<file path="src/rtl/dmerge_pkg.sv">
package dmerge_pkg;
  typedef enum logic [1:0] {
    K_PLAIN = 2'd0,
    K_STORE = 2'd1,
    K_DMA   = 2'd2,
    K_RESP  = 2'd3
  } cmd_kind_e;
endpackage

</file>
<file path="src/rtl/dmerge_order_q.sv">
module dmerge_order_q #(
  parameter int DEPTH = 8,
  parameter int IDX_W = 5
) (
  input  logic                  clk,
  input  logic                  rst_n,
  input  logic                  push,
  input  dmerge_pkg::cmd_kind_e push_kind,
  input  logic [IDX_W-1:0]      push_idx,
  input  logic                  pop,
  output dmerge_pkg::cmd_kind_e head_kind,
  output logic [IDX_W-1:0]      head_idx,
  output logic                  nonempty
);
  localparam int PTR_W = (DEPTH > 1) ? $clog2(DEPTH) : 1;
  localparam int CNT_W = $clog2(DEPTH + 1);
  localparam int SLOT_W = 2 + IDX_W;

  logic [SLOT_W-1:0] slots [DEPTH];
  logic [PTR_W-1:0]  rd_p, wr_p;
  logic [CNT_W-1:0]  cnt;

  function automatic logic [PTR_W-1:0] ptr_next(input logic [PTR_W-1:0] p);
    return (p == PTR_W'(DEPTH - 1)) ? '0 : p + 1'b1;
  endfunction

  assign nonempty  = (cnt != '0);
  assign head_kind = dmerge_pkg::cmd_kind_e'(slots[rd_p][SLOT_W-1 -: 2]);
  assign head_idx  = slots[rd_p][IDX_W-1:0];

  always_ff @(posedge clk) begin
    if (push) slots[wr_p] <= {push_kind, push_idx};
  end

  always_ff @(posedge clk) begin
    if (!rst_n) begin
      rd_p <= '0;
      wr_p <= '0;
      cnt  <= '0;
    end else begin
      if (push) wr_p <= ptr_next(wr_p);
      if (pop)  rd_p <= ptr_next(rd_p);
      if (push && !pop)      cnt <= cnt + 1'b1;
      else if (pop && !push) cnt <= cnt - 1'b1;
    end
  end
endmodule

</file>
<file path="src/rtl/dmerge_accum.sv">
module dmerge_accum #(
  parameter int SUB_W  = 3,
  parameter int MASK_W = 16,
  parameter int ADR_W  = 16,
  localparam int AUX_W = 1 << SUB_W
) (
  input  logic                  clk,
  input  logic                  rst_n,
  input  logic                  beat,
  input  dmerge_pkg::cmd_kind_e kind,
  input  logic                  eow,
  input  logic [SUB_W-1:0]      sub,
  input  logic [MASK_W-1:0]     mask,
  input  logic [ADR_W-1:0]      word,
  output logic [AUX_W-1:0]      res_aux,
  output logic [ADR_W-1:0]      res_adr
);
  import dmerge_pkg::*;

  logic [AUX_W-1:0] acc_aux;
  logic [ADR_W-1:0] acc_adr;
  logic             started;

  function automatic logic [AUX_W-1:0] chunk_bit(input logic [SUB_W-1:0] s,
                                                 input logic any);
    logic [AUX_W-1:0] r;
    r = '0;
    r[s] = any;
    return r;
  endfunction

  function automatic logic [AUX_W-1:0] sat_inc(input logic [AUX_W-1:0] v);
    return (v == '1) ? v : v + 1'b1;
  endfunction

  always_comb begin
    res_aux = acc_aux;
    res_adr = acc_adr;
    case (kind)
      K_STORE: res_aux = acc_aux | chunk_bit(sub, |mask);
      K_DMA: begin
        res_aux = sat_inc(acc_aux);
        if (!started) res_adr = word;
      end
      default: ;
    endcase
  end

  always_ff @(posedge clk) begin
    if (!rst_n) begin
      acc_aux <= '0;
      acc_adr <= '0;
      started <= 1'b0;
    end else if (beat) begin
      if (eow) begin
        acc_aux <= '0;
        acc_adr <= '0;
        started <= 1'b0;
      end else begin
        acc_aux <= res_aux;
        acc_adr <= res_adr;
        started <= 1'b1;
      end
    end
  end
endmodule

</file>
<file path="src/rtl/dmerge_lossy_fifo.sv">
module dmerge_lossy_fifo #(
  parameter int DEPTH = 4,
  parameter int W     = 8
) (
  input  logic         clk,
  input  logic         rst_n,
  input  logic         push,
  input  logic         pop,
  input  logic [W-1:0] din,
  output logic [W-1:0] dout,
  output logic         empty,
  output logic         full,
  output logic         drop
);
  localparam int PTR_W = (DEPTH > 1) ? $clog2(DEPTH) : 1;
  localparam int CNT_W = $clog2(DEPTH + 1);

  logic [W-1:0]     mem [DEPTH];
  logic [PTR_W-1:0] rd_p, wr_p;
  logic [CNT_W-1:0] cnt;
  logic             advance;

  function automatic logic [PTR_W-1:0] ptr_next(input logic [PTR_W-1:0] p);
    return (p == PTR_W'(DEPTH - 1)) ? '0 : p + 1'b1;
  endfunction

  assign empty   = (cnt == '0);
  assign full    = (cnt == CNT_W'(DEPTH));
  assign drop    = push && full && !pop;
  assign advance = pop || drop;
  assign dout    = mem[rd_p];

  always_ff @(posedge clk) begin
    if (push) mem[wr_p] <= din;
  end

  always_ff @(posedge clk) begin
    if (!rst_n) begin
      rd_p <= '0;
      wr_p <= '0;
      cnt  <= '0;
    end else begin
      if (push)    wr_p <= ptr_next(wr_p);
      if (advance) rd_p <= ptr_next(rd_p);
      if (push && !advance)      cnt <= cnt + 1'b1;
      else if (advance && !push) cnt <= cnt - 1'b1;
    end
  end
endmodule

</file>
<file path="src/rtl/dmerge_top.sv">
module dmerge_top #(
  parameter int IDX_W     = 5,
  parameter int ADR_W     = 16,
  parameter int TAG_W     = 8,
  parameter int SUB_W     = 3,
  parameter int MASK_W    = 16,
  parameter int FIFO_DEPTH = 4,
  parameter int ORD_DEPTH = 8,
  localparam int AUX_W    = 1 << SUB_W
) (
  input  logic              clk,
  input  logic              rst_n,
  input  logic              cmd_valid,
  input  logic [1:0]        cmd_kind,
  input  logic [IDX_W-1:0]  cmd_idx,
  input  logic [ADR_W-1:0]  cmd_adr,
  input  logic [TAG_W-1:0]  cmd_tag,
  input  logic              dat_valid,
  input  logic              dat_eow,
  input  logic [SUB_W-1:0]  dat_sub,
  input  logic [MASK_W-1:0] dat_mask,
  input  logic [ADR_W-1:0]  dat_word,
  output logic              wr_en,
  output logic              wr_full,
  output logic              wr_adr_en,
  output logic [IDX_W-1:0]  wr_idx,
  output logic [ADR_W-1:0]  wr_adr,
  output logic [AUX_W-1:0]  wr_aux,
  output logic [TAG_W-1:0]  wr_tag
);
  import dmerge_pkg::*;

  localparam int SLOT_W = IDX_W + 1 + ADR_W + AUX_W;

  cmd_kind_e        kind_in, head_kind;
  logic [IDX_W-1:0] head_idx;
  logic             oq_nonempty;
  logic             beat_en;
  logic [AUX_W-1:0] acc_aux;
  logic [ADR_W-1:0] acc_adr;

  // named events, observed by the checker
  logic              ev_cmd_wr, ev_res, ev_pop, ev_direct, ev_drop;
  logic              fifo_empty, fifo_full;
  logic [IDX_W-1:0]  res_idx;
  logic              res_adr_en;
  logic [ADR_W-1:0]  res_adr;
  logic [SLOT_W-1:0] res_slot, head_slot;

  assign kind_in = cmd_kind_e'(cmd_kind);
  assign beat_en = dat_valid && oq_nonempty;

  dmerge_order_q #(.DEPTH(ORD_DEPTH), .IDX_W(IDX_W)) order_i (
    .clk(clk), .rst_n(rst_n),
    .push(cmd_valid && kind_in != K_PLAIN),
    .push_kind(kind_in), .push_idx(cmd_idx),
    .pop(beat_en && dat_eow),
    .head_kind(head_kind), .head_idx(head_idx), .nonempty(oq_nonempty)
  );

  dmerge_accum #(.SUB_W(SUB_W), .MASK_W(MASK_W), .ADR_W(ADR_W)) accum_i (
    .clk(clk), .rst_n(rst_n), .beat(beat_en), .kind(head_kind),
    .eow(dat_eow), .sub(dat_sub), .mask(dat_mask), .word(dat_word),
    .res_aux(acc_aux), .res_adr(acc_adr)
  );

  assign ev_cmd_wr  = cmd_valid && kind_in != K_RESP;
  assign ev_res     = beat_en && dat_eow && head_kind != K_RESP;
  assign ev_pop     = !ev_cmd_wr && !fifo_empty;
  assign ev_direct  = ev_res && !ev_cmd_wr && fifo_empty;
  assign res_idx    = head_idx;
  assign res_adr_en = (head_kind == K_DMA);
  assign res_adr    = res_adr_en ? acc_adr : '0;
  assign res_slot   = {res_idx, res_adr_en, res_adr, acc_aux};

  dmerge_lossy_fifo #(.DEPTH(FIFO_DEPTH), .W(SLOT_W)) fifo_i (
    .clk(clk), .rst_n(rst_n),
    .push(ev_res && !ev_direct), .pop(ev_pop),
    .din(res_slot), .dout(head_slot),
    .empty(fifo_empty), .full(fifo_full), .drop(ev_drop)
  );

  always_ff @(posedge clk) begin
    if (!rst_n) begin
      wr_en <= 1'b0; wr_full <= 1'b0; wr_adr_en <= 1'b0;
      wr_idx <= '0; wr_adr <= '0; wr_aux <= '0; wr_tag <= '0;
    end else begin
      wr_en <= ev_cmd_wr || ev_pop || ev_direct;
      wr_full <= 1'b0; wr_adr_en <= 1'b0;
      wr_idx <= '0; wr_adr <= '0; wr_aux <= '0; wr_tag <= '0;
      if (ev_cmd_wr) begin
        wr_full   <= 1'b1;
        wr_adr_en <= 1'b1;
        wr_idx    <= cmd_idx;
        wr_adr    <= (kind_in == K_DMA) ? '0 : cmd_adr;
        wr_tag    <= cmd_tag;
      end else if (ev_pop) begin
        {wr_idx, wr_adr_en, wr_adr, wr_aux} <= head_slot;
      end else if (ev_direct) begin
        {wr_idx, wr_adr_en, wr_adr, wr_aux} <= res_slot;
      end
    end
  end
endmodule

</file>
<file path="config.mk">
export PLATFORM = sky130hd
export DESIGN_NAME = dmerge_top
export DESIGN_NICKNAME = d
export VERILOG_FILES = /design/src/rtl/dmerge_pkg.sv /design/src/rtl/dmerge_order_q.sv /design/src/rtl/dmerge_accum.sv /design/src/rtl/dmerge_lossy_fifo.sv /design/src/rtl/dmerge_top.sv
export SDC_FILE = /design/constraint.sdc
export NUM_CORES = 1
export LEC_CHECK = 0
export ABC_CLOCK_PERIOD_IN_PS = 3700
export CELL_PAD_IN_SITES_DETAIL_PLACEMENT = 0
export CELL_PAD_IN_SITES_GLOBAL_PLACEMENT = 2
export CORE_MARGIN = 1
export CORE_UTILIZATION = 37
export DETAILED_ROUTE_END_ITERATION = 8
export PLACE_DENSITY = 0.81
export SLEW_MARGIN = 20
export SYNTH_ARGS = -nofsm -noshare
export SYNTH_HDL_FRONTEND = slang
export SYNTH_SLANG_ARGS = --single-unit
</file>
<file path="constraint.sdc">
create_clock -name clk -period 3.7 [get_ports clk]
set_input_delay 1.11 -clock clk [delete_from_list [all_inputs] [get_ports clk]]
set_output_delay 1.11 -clock clk [all_outputs]
set_load 0.03 [all_outputs]
</file>
# == Word-level counts from Yosys, hierarchy flattened ==
# Memory sizes are Yosys's and may differ from the RTL's. A register that Yosys moved wholly into a read port is not among the register bits.
# Cells that the tools add are included.
# op_classes
reduce_logical,35
muxes,39
bitwise,3
magnitude_cmp,2
n_eq_ne,11
addsub,9
# ops
cell,n
$mux W16,8
$mux W8,4
$mux W3,6
$logic_and A1 B1 Y1,16
$pmux W8 S2,1
$reduce_or A16 Y1,1
$mux W5,3
$mux W1,10
$add A3 B1 Y3 const B,3
$eq A3 B3 Y1 const B,3
$add A8 B1 Y8 const B,1
$and A8 B8 Y8,1
$eq A2 B2 Y1 const B,4
$eq A8 B8 Y1 const B,1
$logic_not A1 Y1,8
$mux W2,4
$mux W4,2
$or A8 B8 Y8,1
$reduce_bool A2 Y1,3
$add A2 B1 Y2 const B,2
$add A4 B1 Y4 const B,1
$lt A3 B4 Y1 const B,1
$ne A2 B2 Y1 const B,2
$reduce_bool A4 Y1,1
10 further kinds,12
# totals
ff_bits,82
memories,2
wordCells,117
ramBits,176
# mem_list
memory,depth,word_bits,read_ports,rd_ports_with_merged_regs,write_ports,line,text
fifo_i.mem,4,30,1,1,1,dmerge_lossy_fifo.sv:18,logic [W-1:0] mem [DEPTH];
order_i.slots,8,7,1,1,1,dmerge_order_q.sv:19,logic [SLOT_W-1:0] slots [DEPTH];

# == Logic depth before layout (Yosys ltp) ==
# logic_depth
depth_word,14
ltp_mapped,15

# == By module ==
# A second synthesis with hierarchy kept.
# unflattened
hier_cells,733
hier_area_um2,11005.6
# by_module_without_submodules
mod,instances,area_per_inst_um2,cells_per_inst,seq_area_each_um2
dmerge_lossy_fifo,1,4814.6,205,3783.6
dmerge_order_q,1,2821.5,154,1941.9
dmerge_top,1,1729.2,167,800.8
dmerge_accum,1,1640.3,207,500.5

# == Worst setup path before layout ==
# Ideal clock, no wire load.
# synth_path
path_kind,register -> register
startpoint,register with a tool-made name
endpoint,register fifo_i.cnt[2]
t_arrival_ns,3.595
path_slack_ns,0.030
setup_time_ns,0.076
stages_incl_launch_ff,16
path_cell_list,dfxtp_1 -> buf_2 -> buf_2 -> mux4_2 -> mux2i_1 -> inv_1 -> ha_1 -> nor3_2 -> nor2b_1 -> clkbuf_1 -> ha_1 -> inv_1 -> fa_1 -> xor2_1 -> or3_1 -> a21boi_0
# synth_rtl
element,line,text
"end signal, assigned",dmerge_lossy_fifo.sv:45,if (push && !advance) cnt <= cnt + 1'b1;
"end signal, assigned",dmerge_lossy_fifo.sv:46,else if (advance && !push) cnt <= cnt - 1'b1;
"end, declared",dmerge_lossy_fifo.sv:20,logic [CNT_W-1:0] cnt;

==> Implementation_results.wiki <==
{| class="wikitable"
! Metric !! Value
|-
| Number of H-tree branching levels || 1
|-
| Vias in the first global route || 6493
|-
| Total number of nets in the final design || 937
|-
| Final weighted congestion in routability-driven placement || 0.8193
|-
| Count of flip-flops with a built-in enable after synthesis || 176
|-
| Basic-gate share of the synthesized area counting and, or, nand and nor cells || 8.802%
|-
| CTS buffer count || 29
|-
| Register clock-pin slew on the reported worst setup and hold paths || 0.06 ns
|-
| Worst ir drop on vdd || 0.0003302 V
|-
| Total Negative Setup Slacks || 0 ns
|-
| Number of setup violations in the final report || 0
|-
| Complex-gate fraction of the synthesized area || 7.853%
|-
| Share of cells above drive strength 1 || 16.46%
|-
| Core ar. || 27930 um^2
|-
| Most common library cell in the layout ignoring fill and taps || edfxtp_1
|-
| Number of port buffers || 110
|-
| Net Sw Power || 2.232 mW
|-
| Endpoint class of the critical path || flip-flop
|-
| Hpwl dp || 15.71 mm
|-
| Count of maximum capacitance violations || 0
|-
| Ratio of final minimum period to clock period || 91.54%
|-
| Number of antenna violations at the first check in global routing || 1
|-
| Startpoint type of the worst setup path || flip-flop
|-
| Min-delay worst type || reg -> reg
|-
| Clock insertion delay at the later pin of the skew report || 0.54 ns
|-
| Remaining max-slew budget at the tightest pin || 40.41%
|-
| Share of async-settable or async-resettable flops after synthesis || 0%
|-
| Count of nets left with antenna violations after detail routing || 0
|-
| Total setup buffers inserted after CTS || 0
|-
| Slack of the critical path || 0.3130 ns
|-
| Area of all placed cells without fillers || 13220 um^2
|-
| Data required time at the worst endpoint || 4.15 ns
|-
| Setup slack at placement || 0.09440 ns
|-
| Post-DP Area || 12280 um^2
|-
| Maximum single-stage delay on the critical path || 0.57 ns
|-
| Via total after detailed routing || 6355
|-
| Number of hold-repair buffers added at the cts stage || 0
|-
| Count of final max-slew check failures || 0
|-
| Pin count of the biggest net entering global routing || 36
|-
| Initial DRC count || 454
|-
| Overflow left after global routing || 0
|-
| Top achievable clock speed || 0.2952 GHz
|-
| Flops & latches, synth || 263
|-
| Slew at the pin closest to its max-slew limit || 0.8926 ns
|-
| Total internal power || 5.896 mW
|-
| Largest delay share family, worst path || adder cells
|-
| Cell variety after synth || 57
|-
| Number of nets produced by synthesis || 791
|-
| Filler instances || 2475
|-
| Full die area || 29190 um^2
|-
| Combinational family with the most area after synthesis || multiplexers
|-
| CP cell instances || mux4_2 -> mux2i_1 -> inv_1 -> ha_1 -> nor3_2 -> nor2b_1 -> ha_1 -> inv_1 -> fa_1 -> xor2_1 -> or3_1 -> a21boi_0
|-
| DRC violations left || 0
|-
| Number of search-and-repair iterations in the first detailed-routing pass || 4
|-
| DR WL/cell || 18.68 um
|-
| Total inserted antenna cells || 0
|-
| TritonCTS clock tree || yes
|-
| GRT Overall Usage || 16.60%
|-
| Sequential cell area || 7028 um^2
|-
| Multi-input logic area || 3323 um^2
|-
| Leakage Power || 4.492 nW
|-
| Setup Crit Path Kind || reg -> reg
|-
| Switching share of power || 27.46%
|-
| First-pass GRT wire length || 36.89 mm
|-
| Relative contribution of combinational cells to total power || 21.7%
|-
| Number of hold violations in the final report || 0
|-
| Worst setup skew after layout || 0.01413 ns
|-
| Cell area after synthesis || 10550 um^2
|-
| Adder and majority cell fraction of the synthesized area || 2.396%
|-
| Highest-count cells in the layout ignoring fill and taps || edfxtp_1, clkdlybuf4s50_1, dfxtp_1
|-
| Die X || 170.8 um
|-
| Layout-stage area growth over the synthesis result || 25.34%
|-
| Cells after Synth || 701
|-
| Ports || 111
|-
| XOR/XNOR Fraction of Synth Area || 0.4152%
|-
| Outcome || complete, no violations
|-
| Worst hold path startpoint || fifo_i.rd_p[1]$_SDFFE_PN0N_
|-
| Most used flip-flop cell after synthesis || edfxtp_1
|-
| CTS Sinks || 263
|-
| Initial standard-cell utilization of the core || 37.76%
|-
| Row Count || 61
|-
| Mux contribution to synthesized area || 12.02%
|-
| Wirelength, routed || 23.30 mm
|-
| Drt via density || 5.096
|-
| Slowest stage cell, crit path || mux4_2
|-
| Sequential cell fraction of total power || 43.8%
|-
| Peak fanout along the critical path || 5
|-
| Final min period || 3.387 ns
|-
| Number of buffers and inverters on the critical path || 2
|-
| Power share of the clock group || 34.5%
|-
| Avg Cell Area, Syn || 15.05 um^2
|-
| Largest buffer count on any clock path || 3
|-
| Overall die height || 170.8 um
|-
| Number of synthesis warnings || 0
|-
| Clock root buffer || clkbuf_16
|-
| Crit path DAT || 3.84 ns
|-
| Setup repair after global routing missed its margin || false
|-
| Proportion of synthesized chip area in sequential cells || 66.62%
|-
| Cell area power density || 614.9 nW/um^2
|-
| Resize count post-CTS || 0
|}
flip-flops by register name (all words and copies together) (netlist names), 4 cells and up, named ones only:
register	count
fifo_i.mem	120
order_i.slots	56
accum_i.acc_adr	16
wr_adr	16
accum_i.acc_aux	8
wr_aux	8
wr_tag	8
wr_idx	5
order_i.cnt	4
final cells by class:
class                      count  share of cell area, %
timing repair buffer         151                  10.66
multi-input combinational    389                  25.14
tap                          378                  3.578
clock buffer                  41                  6.209
clock inverter                12                 0.8896
sequential                   263                  53.16
inverter                      13                 0.3691
worst register-to-register path: stages (launching register included):
cell and delay [ns]:
dfxtp_1 0.51, mux4_2 0.57, mux2i_1 0.21, inv_1 0.09, ha_1 0.21, nor3_2 0.20, nor2b_1 0.21, ha_1 0.21
inv_1 0.06, fa_1 0.38, xor2_1 0.18, or3_1 0.31, a21boi_0 0.16
through the flow:
step | hold WS [ns] | utilization [%] | std cells | total power [mW]
2_1_floorplan | 0.4392 | - | 701 | 4.767
3_3_place_gp | 0.4632 | 43.97 | 1194 | 5.400
3_5_place_dp | 0.4623 | 43.97 | 1194 | 5.415
4_1_cts | 0.4715 | 47.33 | 1247 | 8.211
5_1_grt | 0.5067 | 47.33 | 1247 | 8.494
6_report | 0.4646 | 47.33 | 1247 | 8.129
power by group through the flow:
| stage | Combinational [mW] | Sequential (mW) | Clock [mW] |
|---|---|---|---|
| 2_1_floorplan | 1.08 | 3.69 | 0 |
| 5_1_grt | 1.92 | 3.59 | 2.98 |
| 3_3_place_gp | 1.77 | 3.63 | 0 |
| 4_1_cts | 1.79 | 3.57 | 2.85 |
| 6_report | 1.76 | 3.56 | 2.81 |
| 3_5_place_dp | 1.78 | 3.63 | 0 |
routing by layer:
metal | global-route usage (%) | up-vias | share of wire (%)
met3 | 2.822 | 37 | 4.8
met2 | 28.57 | 130 | 49
li1 | - | 3027 | -
met4 | 3.804 | 2 | 1.7
met5 | 0 | - | 0.052
met1 | 21.90 | 3159 | 44
worst paths after layout:
check	slack, ns	endpoint	cells past startpoint
setup reg to reg	0.31	fifo_i.cnt[2]$_SDFFE_PN0P_	12
hold reg to reg	0.46	flip-flop	2
setup / recovery	0.31	fifo_i.cnt[2]$_SDFFE_PN0P_	12
hold / removal	0.46	flip-flop	2
kinds of logic after synthesis:
kind of cell	Yosys count
AOI/OAI and AO/OA	119
xor gates and xnor gates	5
adders and majority gates	19
and+or+nand+nor	175
muxes	71
buffers and inverters	49
DFF	263
Yosys cell counts, types with 4 or more instances:
cell | count | share of area (%)
a21boi_0 | 6 | 0.43
o21ai_0 | 25 | 1.2
nand2_1 | 24 | 0.85
a22o_1 | 12 | 1.0
ha_1 | 17 | 2.0
buf_2 | 7 | 0.33
and2_1 | 10 | 0.59
a22oi_1 | 16 | 1.1
dfxtp_1 | 87 | 17
nand4_1 | 5 | 0.30
nor4_1 | 5 | 0.30
and3_1 | 15 | 0.89
a21oi_1 | 26 | 1.2
or3_1 | 6 | 0.36
nand3_1 | 11 | 0.52
nor2_1 | 31 | 1.1
xnor2_1 | 4 | 0.33
inv_1 | 12 | 0.43
nor3_1 | 24 | 1.1
mux2i_1 | 22 | 2.1
mux4_2 | 44 | 9.4
edfxtp_1 | 176 | 50
o211ai_1 | 4 | 0.28
clkbuf_1 | 27 | 0.96
nand2b_1 | 5 | 0.30
a221o_1 | 5 | 0.47
mux2_2 | 5 | 0.53
nor2b_1 | 28 | 1.7
(Power assumes the default switching activity.)
